File: src/rtl/lvt_timer_pkg.sv
package lvt_timer_pkg;
  localparam logic [7:0] IDX_CTRL  = 8'hC8;
  localparam logic [7:0] IDX_START = 8'hE0;
  localparam logic [7:0] IDX_LIVE  = 8'hE4;
  localparam logic [7:0] IDX_DIV   = 8'hF8;

  localparam int MASK_BIT   = 16;
  localparam int REPEAT_BIT = 17;

  typedef struct packed {
    logic       repeat_en;
    logic       mask;
    logic [7:0] vector;
  } ctrl_word_t;

  localparam logic [2:0] DIV_BY_ONE = 3'b111;
endpackage

File: src/rtl/timer_regfile.sv
module timer_regfile
  import lvt_timer_pkg::*;
#(
  parameter int ADDR_W = 8,
  parameter int CNT_W  = 32
) (
  input  logic              clk,
  input  logic              rst_n,
  input  logic              wr_en,
  input  logic [ADDR_W-1:0] idx,
  input  logic [31:0]       wdata,
  input  logic [CNT_W-1:0]  live_count,
  output ctrl_word_t        ctrl,
  output logic [CNT_W-1:0]  start_val,
  output logic [2:0]        div_code,
  output logic              start_wr,
  output logic [31:0]       rdata
);
  localparam logic [ADDR_W-1:0] A_CTRL  = ADDR_W'(IDX_CTRL);
  localparam logic [ADDR_W-1:0] A_START = ADDR_W'(IDX_START);
  localparam logic [ADDR_W-1:0] A_LIVE  = ADDR_W'(IDX_LIVE);
  localparam logic [ADDR_W-1:0] A_DIV   = ADDR_W'(IDX_DIV);

  ctrl_word_t       ctrl_q, ctrl_d;
  logic [CNT_W-1:0] start_q, start_d;
  logic [2:0]       div_q, div_d;
  logic             ctrl_wr, div_wr;

  wire unused_wbits = ^{wdata[31:18], wdata[15:8], wdata[2]};

  assign ctrl_wr  = wr_en && (idx == A_CTRL);
  assign div_wr   = wr_en && (idx == A_DIV);
  assign start_wr = wr_en && (idx == A_START);

  always_comb begin
    ctrl_d  = ctrl_q;
    start_d = start_q;
    div_d   = div_q;
    if (ctrl_wr) begin
      ctrl_d.repeat_en = wdata[REPEAT_BIT];
      ctrl_d.mask      = wdata[MASK_BIT];
      ctrl_d.vector    = wdata[7:0];
    end
    if (start_wr) start_d = CNT_W'(wdata);
    if (div_wr)   div_d   = {wdata[3], wdata[1:0]};
  end

  always_ff @(posedge clk or negedge rst_n) begin
    if (!rst_n) begin
      ctrl_q  <= '{repeat_en: 1'b0, mask: 1'b1, vector: 8'h00};
      start_q <= '0;
      div_q   <= '0;
    end else begin
      ctrl_q  <= ctrl_d;
      start_q <= start_d;
      div_q   <= div_d;
    end
  end

  always_comb begin
    rdata = '0;
    unique case (idx)
      A_CTRL: begin
        rdata[REPEAT_BIT] = ctrl_q.repeat_en;
        rdata[MASK_BIT]   = ctrl_q.mask;
        rdata[7:0]        = ctrl_q.vector;
      end
      A_START: rdata = 32'(start_q);
      A_LIVE:  rdata = 32'(live_count);
      A_DIV:   rdata = {28'd0, div_q[2], 1'b0, div_q[1:0]};
      default: rdata = '0;
    endcase
  end

  assign ctrl      = ctrl_q;
  assign start_val = start_q;
  assign div_code  = div_q;

  AST_CTRL_HOLD: assert property (@(posedge clk) disable iff (!rst_n)
    !ctrl_wr |=> $stable(ctrl_q));
  AST_DIV_HOLD: assert property (@(posedge clk) disable iff (!rst_n)
    !div_wr |=> $stable(div_q));
endmodule

File: src/rtl/timer_prescaler.sv
module timer_prescaler
  import lvt_timer_pkg::*;
#(
  parameter int MAX_DIV_LOG2 = 7
) (
  input  logic       clk,
  input  logic       rst_n,
  input  logic       restart,
  input  logic [2:0] code,
  output logic       tick
);
  localparam int PRE_W = MAX_DIV_LOG2;

  logic [PRE_W-1:0] phase_q, phase_d, last_phase;

  always_comb begin
    if (code == DIV_BY_ONE) last_phase = '0;
    else                    last_phase = PRE_W'((1 << (int'(code) + 1)) - 1);
  end

  assign tick = !restart && (phase_q >= last_phase);

  always_comb begin
    phase_d = phase_q;
    if (restart)                  phase_d = '0;
    else if (phase_q >= last_phase) phase_d = '0;
    else                          phase_d = phase_q + 1'b1;
  end

  always_ff @(posedge clk or negedge rst_n) begin
    if (!rst_n) phase_q <= '0;
    else        phase_q <= phase_d;
  end

  AST_RESTART_PHASE: assert property (@(posedge clk) disable iff (!rst_n)
    restart |=> (phase_q == '0));
endmodule

File: src/rtl/timer_downcounter.sv
module timer_downcounter
  import lvt_timer_pkg::*;
#(
  parameter int CNT_W = 32
) (
  input  logic             clk,
  input  logic             rst_n,
  input  logic             load,
  input  logic [CNT_W-1:0] load_val,
  input  logic [CNT_W-1:0] reload_val,
  input  logic             tick,
  input  ctrl_word_t       ctrl,
  output logic [CNT_W-1:0] count,
  output logic             irq,
  output logic [7:0]       irq_vec
);
  logic [CNT_W-1:0] cnt_q, cnt_d;
  logic             irq_q, irq_d;
  logic [7:0]       vec_q, vec_d;
  logic             step, expire;

  assign step   = tick && !load && (cnt_q != '0);
  assign expire = step && (cnt_q == CNT_W'(1));

  always_comb begin
    cnt_d = cnt_q;
    if (load)        cnt_d = load_val;
    else if (expire) cnt_d = ctrl.repeat_en ? reload_val : '0;
    else if (step)   cnt_d = cnt_q - 1'b1;
    irq_d = expire && !ctrl.mask;
    vec_d = irq_d ? ctrl.vector : 8'h00;
  end

  always_ff @(posedge clk or negedge rst_n) begin
    if (!rst_n) begin
      cnt_q <= '0;
      irq_q <= 1'b0;
      vec_q <= '0;
    end else begin
      cnt_q <= cnt_d;
      irq_q <= irq_d;
      vec_q <= vec_d;
    end
  end

  assign count   = cnt_q;
  assign irq     = irq_q;
  assign irq_vec = vec_q;

  AST_ZERO_HALTS: assert property (@(posedge clk) disable iff (!rst_n)
    (cnt_q == '0 && !load) |=> (cnt_q == '0 && !irq_q));
  AST_IDLE_STABLE: assert property (@(posedge clk) disable iff (!rst_n)
    (!load && !tick) |=> $stable(cnt_q));
  AST_RELOAD: assert property (@(posedge clk) disable iff (!rst_n)
    (!load && tick && cnt_q == CNT_W'(1) && ctrl.repeat_en) |=> (cnt_q == reload_val));
  AST_MASK_QUIET: assert property (@(posedge clk) disable iff (!rst_n)
    ctrl.mask |=> !irq_q);
  AST_VEC_IDLE: assert property (@(posedge clk) disable iff (!rst_n)
    !irq_q |-> (vec_q == 8'h00));
endmodule

File: src/rtl/lvt_countdown_timer.sv
module lvt_countdown_timer
  import lvt_timer_pkg::*;
#(
  parameter int ADDR_W       = 8,
  parameter int CNT_W        = 32,
  parameter int MAX_DIV_LOG2 = 7
) (
  input  logic              clk,
  input  logic              rst_n,
  input  logic              reg_wr,
  input  logic [ADDR_W-1:0] reg_idx,
  input  logic [31:0]       reg_wdata,
  output logic [31:0]       reg_rdata,
  output logic              irq_req,
  output logic [7:0]        irq_vector
);
  ctrl_word_t       ctrl;
  logic [CNT_W-1:0] start_val, live_count;
  logic [2:0]       div_code;
  logic             start_wr, tick;

  timer_regfile #(.ADDR_W(ADDR_W), .CNT_W(CNT_W)) u_regs (
    .clk(clk), .rst_n(rst_n), .wr_en(reg_wr), .idx(reg_idx), .wdata(reg_wdata),
    .live_count(live_count), .ctrl(ctrl), .start_val(start_val),
    .div_code(div_code), .start_wr(start_wr), .rdata(reg_rdata)
  );

  timer_prescaler #(.MAX_DIV_LOG2(MAX_DIV_LOG2)) u_pre (
    .clk(clk), .rst_n(rst_n), .restart(start_wr), .code(div_code), .tick(tick)
  );

  timer_downcounter #(.CNT_W(CNT_W)) u_cnt (
    .clk(clk), .rst_n(rst_n), .load(start_wr), .load_val(CNT_W'(reg_wdata)),
    .reload_val(start_val), .tick(tick), .ctrl(ctrl), .count(live_count),
    .irq(irq_req), .irq_vec(irq_vector)
  );
endmodule

File: config.mk
export PLATFORM = sky130hd
export DESIGN_NAME = lvt_countdown_timer
export DESIGN_NICKNAME = d
export VERILOG_FILES = /design/src/rtl/lvt_timer_pkg.sv /design/src/rtl/timer_regfile.sv /design/src/rtl/timer_prescaler.sv /design/src/rtl/timer_downcounter.sv /design/src/rtl/lvt_countdown_timer.sv
export SDC_FILE = /design/constraint.sdc
export NUM_CORES = 1
export LEC_CHECK = 0
export CAP_MARGIN = 20
export CELL_PAD_IN_SITES_DETAIL_PLACEMENT = 0
export CELL_PAD_IN_SITES_GLOBAL_PLACEMENT = 1
export CORE_MARGIN = 1.5
export CORE_UTILIZATION = 45
export DETAILED_ROUTE_END_ITERATION = 12
export GPL_TIMING_DRIVEN = 0
export PLACE_DENSITY = 0.95
export SYNTH_ARGS = -nofsm -noshare
export SYNTH_HDL_FRONTEND = slang
export SYNTH_SLANG_ARGS = --single-unit
File: constraint.sdc
create_clock -name clk -period 11.1 [get_ports clk]
set_clock_uncertainty 0.1 [all_clocks]
set_input_delay 3.33 -clock clk [delete_from_list [all_inputs] [get_ports clk]]
set_output_delay 3.33 -clock clk [all_outputs]
set_load 0.01 [all_outputs]
==> metrics.txt <==
run status=finished, final reports clean; crit path DAT=around 5.9 ns; global-route wire length before repair=28000 um; Clock power frac=0.265; setup bufs post-CTS=0; post-DR wirelength/cell=between 15 and 20 um; endpoints failing setup=0; die area=0.0133 mm^2; FMAX=0.107 GHz; Hold-fix buffers, CTS=0; CTS Buffer Depth=2; Area contributors post-synth=dfrtp_1 41%, nand2_1 7.9%, mux2i_1 6.0%; VDD IR max=0.0000664 V; Worst R2R Start=u_regs.div_code[1]; CTS Sinks=a little over 90; Setup TNS=0 ns; Root Driver=clkbuf_16; vias in the first global route=around 5200; initial core utilization=0.466; Detail Route Antenna Nets=0; insertion delay to the later sink of the worst-skew pair=about 0.35 ns; total CTS buffers=9; Die W=115 um; Die Span Y=around 120 um; combinational power share=0.374; R2R Path End=u_cnt.count[8]; standard-cell row count=40; First DRT Iteration DRCs=575; r2r worst-path depth=17; Final Power=0.00123 W; DRC=0; Post-synth top cells=119 x nand2_1, 92 x dfrtp_1, 63 x nor2_1; post-synthesis cell count=approximately 650; worst-margin pin slew=1.07 ns; Critical Path End Type=output pin; H-Tree Depth=3; share of layout cells above drive strength 1=0.0725; initial antenna violation count=0; grt ovf=0; Net Sw Frac=0.390; Req. time, crit path=7.67 ns; fillcell total=roughly 1100; ant diodes=0; via count=5411; net switching power=between 0.0004 and 0.0005 W; TritonCTS clock tree=done; critical path peak fanout=10; hold path start=u_pre.phase_q[0]; Worst-path clk slew=0.06 ns; ys flop type=dfrtp_1; # port buffers=82; syn_nets=702; Distinct cells, synth=56; HP Class=reg2reg; fin crit share=0.841; min cycle time layout=9.34 ns; largest net degree at the start of global routing=64; RSZ-0062 raised after global routing=no; Yosys top cell by area=dfrtp_1; number of vias per cell=~6; dpl ws=1.81 ns; Total GRT Usage=0.278; Reg power frac=0.361; ys async rst share=1.00; max_cap viols=0; Synth Register Bits=93; yosys warns=0; flop2flop setup slack=5.98 ns; final hold violations=0; Slew Limit Fails=0; Slew Limit Headroom=0.286; Mean Syn Cell Area=8.78 um^2; Ports=84; 1st-pass router iterations=5; nets@finish=about 800; Placer Congestion=0.935; post-CTS sizing=0; fin worst setup slack=1.76 ns; WHS Endpoint=u_pre.phase_q[0]; final WL=17700 um; LEAKAGE=about 3.1 nW; CP Class=in2out; PwrDens=175 mW/mm^2; post-synthesis sequential area ratio=0.410; Yosys top cell area share=0.406; startpoint type of the worst setup path=primary input; core area=~0.012 mm^2; DP HPWL=12500 um; Syn-to-layout area delta=24.0%; internal cell power=about 0.00075 W; Post-synth EDFFs=0; top-count cell post-synth=nand2_1; Synth Cell Area=0.00567 mm^2; hold path depth=1
## state kept, by name (all words and copies together), names as in the netlist
signal and count:
u_regs.ctrl 10, u_cnt.irq 1, u_pre.phase_q 7, u_cnt.irq_vec 8, u_regs.div_code 3, u_cnt.count 32
u_regs.start_val 32
## cell usage in the layout, fill, tap and decap left out, drive strengths merged, types with 4 or more instances in the layout
master           n
or4              6
and3            12
dfrtp           92
nor2            63
nor3            25
a22oi            4
nand2          119
inv              6
o31ai           10
xor2            11
a221o            9
xnor2           13
o211ai           6
mux2            14
mux2i           34
and2            10
buf             11
a21oi           30
nand4           14
a21boi           6
a31oi            9
or3              5
nand2b           4
ha              13
clkbuf          45
clkdlybuf4s50   81
nor4            13
o21ai           21
nand3b           4
a211oi           9
nand3           16
## final cells by class
cell class,count,area (um^2),share of cell area
timing repair buffer,83,846,0.120
inverter,6,22.5,0.00320
clock buffer,11,233,0.0331
tap,168,210,0.0299
clock inverter,5,75.1,0.0107
sequential,93,2330,0.331
buffer,43,195,0.0277
multi-input combinational,504,3130,0.444
## worst max-delay path by stage
stage / startpoint / to / slack, ns
after global routing: reg_idx[0] / reg_rdata[5] / 1.60
after floorplan: reg_idx[0] / reg_rdata[0] / 3.05
after CTS: reg_idx[0] / reg_rdata[0] / 1.81
after detailed placement: reg_idx[0] / reg_rdata[0] / 1.81
after global placement: reg_idx[0] / reg_rdata[1] / 1.88
final: reg_idx[0] / reg_rdata[19] / 1.76
## power groups by stage
stage | registers [W] | clock network [W] | logic, W
floorplan | 0.000433 | 0 | 0.000314
global placement | 0.000445 | 0 | 0.000435
detailed placement | 0.000448 | 0 | 0.000448
CTS | 0.000442 | 0.000331 | 0.000451
global route | 0.000451 | 0.000349 | 0.000500
finish | 0.000445 | 0.000327 | 0.000462
## layer usage
| layer | global-route usage | vias up | wire length [um] |
|---|---|---|---|
| li1 | - | 2478 | - |
| met4 | 0.130 | 0 | 588 |
| met1 | 0.375 | 2610 | 7680 |
| met5 | 0 | - | 0 |
| met2 | 0.444 | 282 | 8130 |
| met3 | 0.0395 | 41 | 1340 |
## through the flow
stage / area (um^2) / util / hold slack, ns / instances
floorplan: 5670 / - / 0.346 / 646
detailed placement: 6730 / 0.553 / 0.383 / 897
CTS: 7040 / 0.579 / 0.391 / 913
global placement: 6700 / 0.551 / 0.363 / 896
global route: 7040 / 0.579 / 0.411 / 913
finish: 7040 / 0.579 / 0.385 / 913
## critical path, stage by stage
cell,delay [ns]
clkdlybuf4s50_1,0.40
nand4bb_1,0.27
or4_1,0.46
buf_1,0.21
clkbuf_1,0.40
nor2_1,0.27
clkdlybuf4s50_1,0.57
## logic make-up after synthesis
logic type | after synthesis | synth area share
compound gates | 114 | 0.137
xor+xnor | 24 | 0.0371
fa+ha+maj | 14 | 0.0304
buf+inv | 49 | 0.0384
flops | 93 | 0.410
mux | 48 | 0.0878
simple gates | 304 | 0.259
Note: power is estimated with default switching activity, not from simulation.
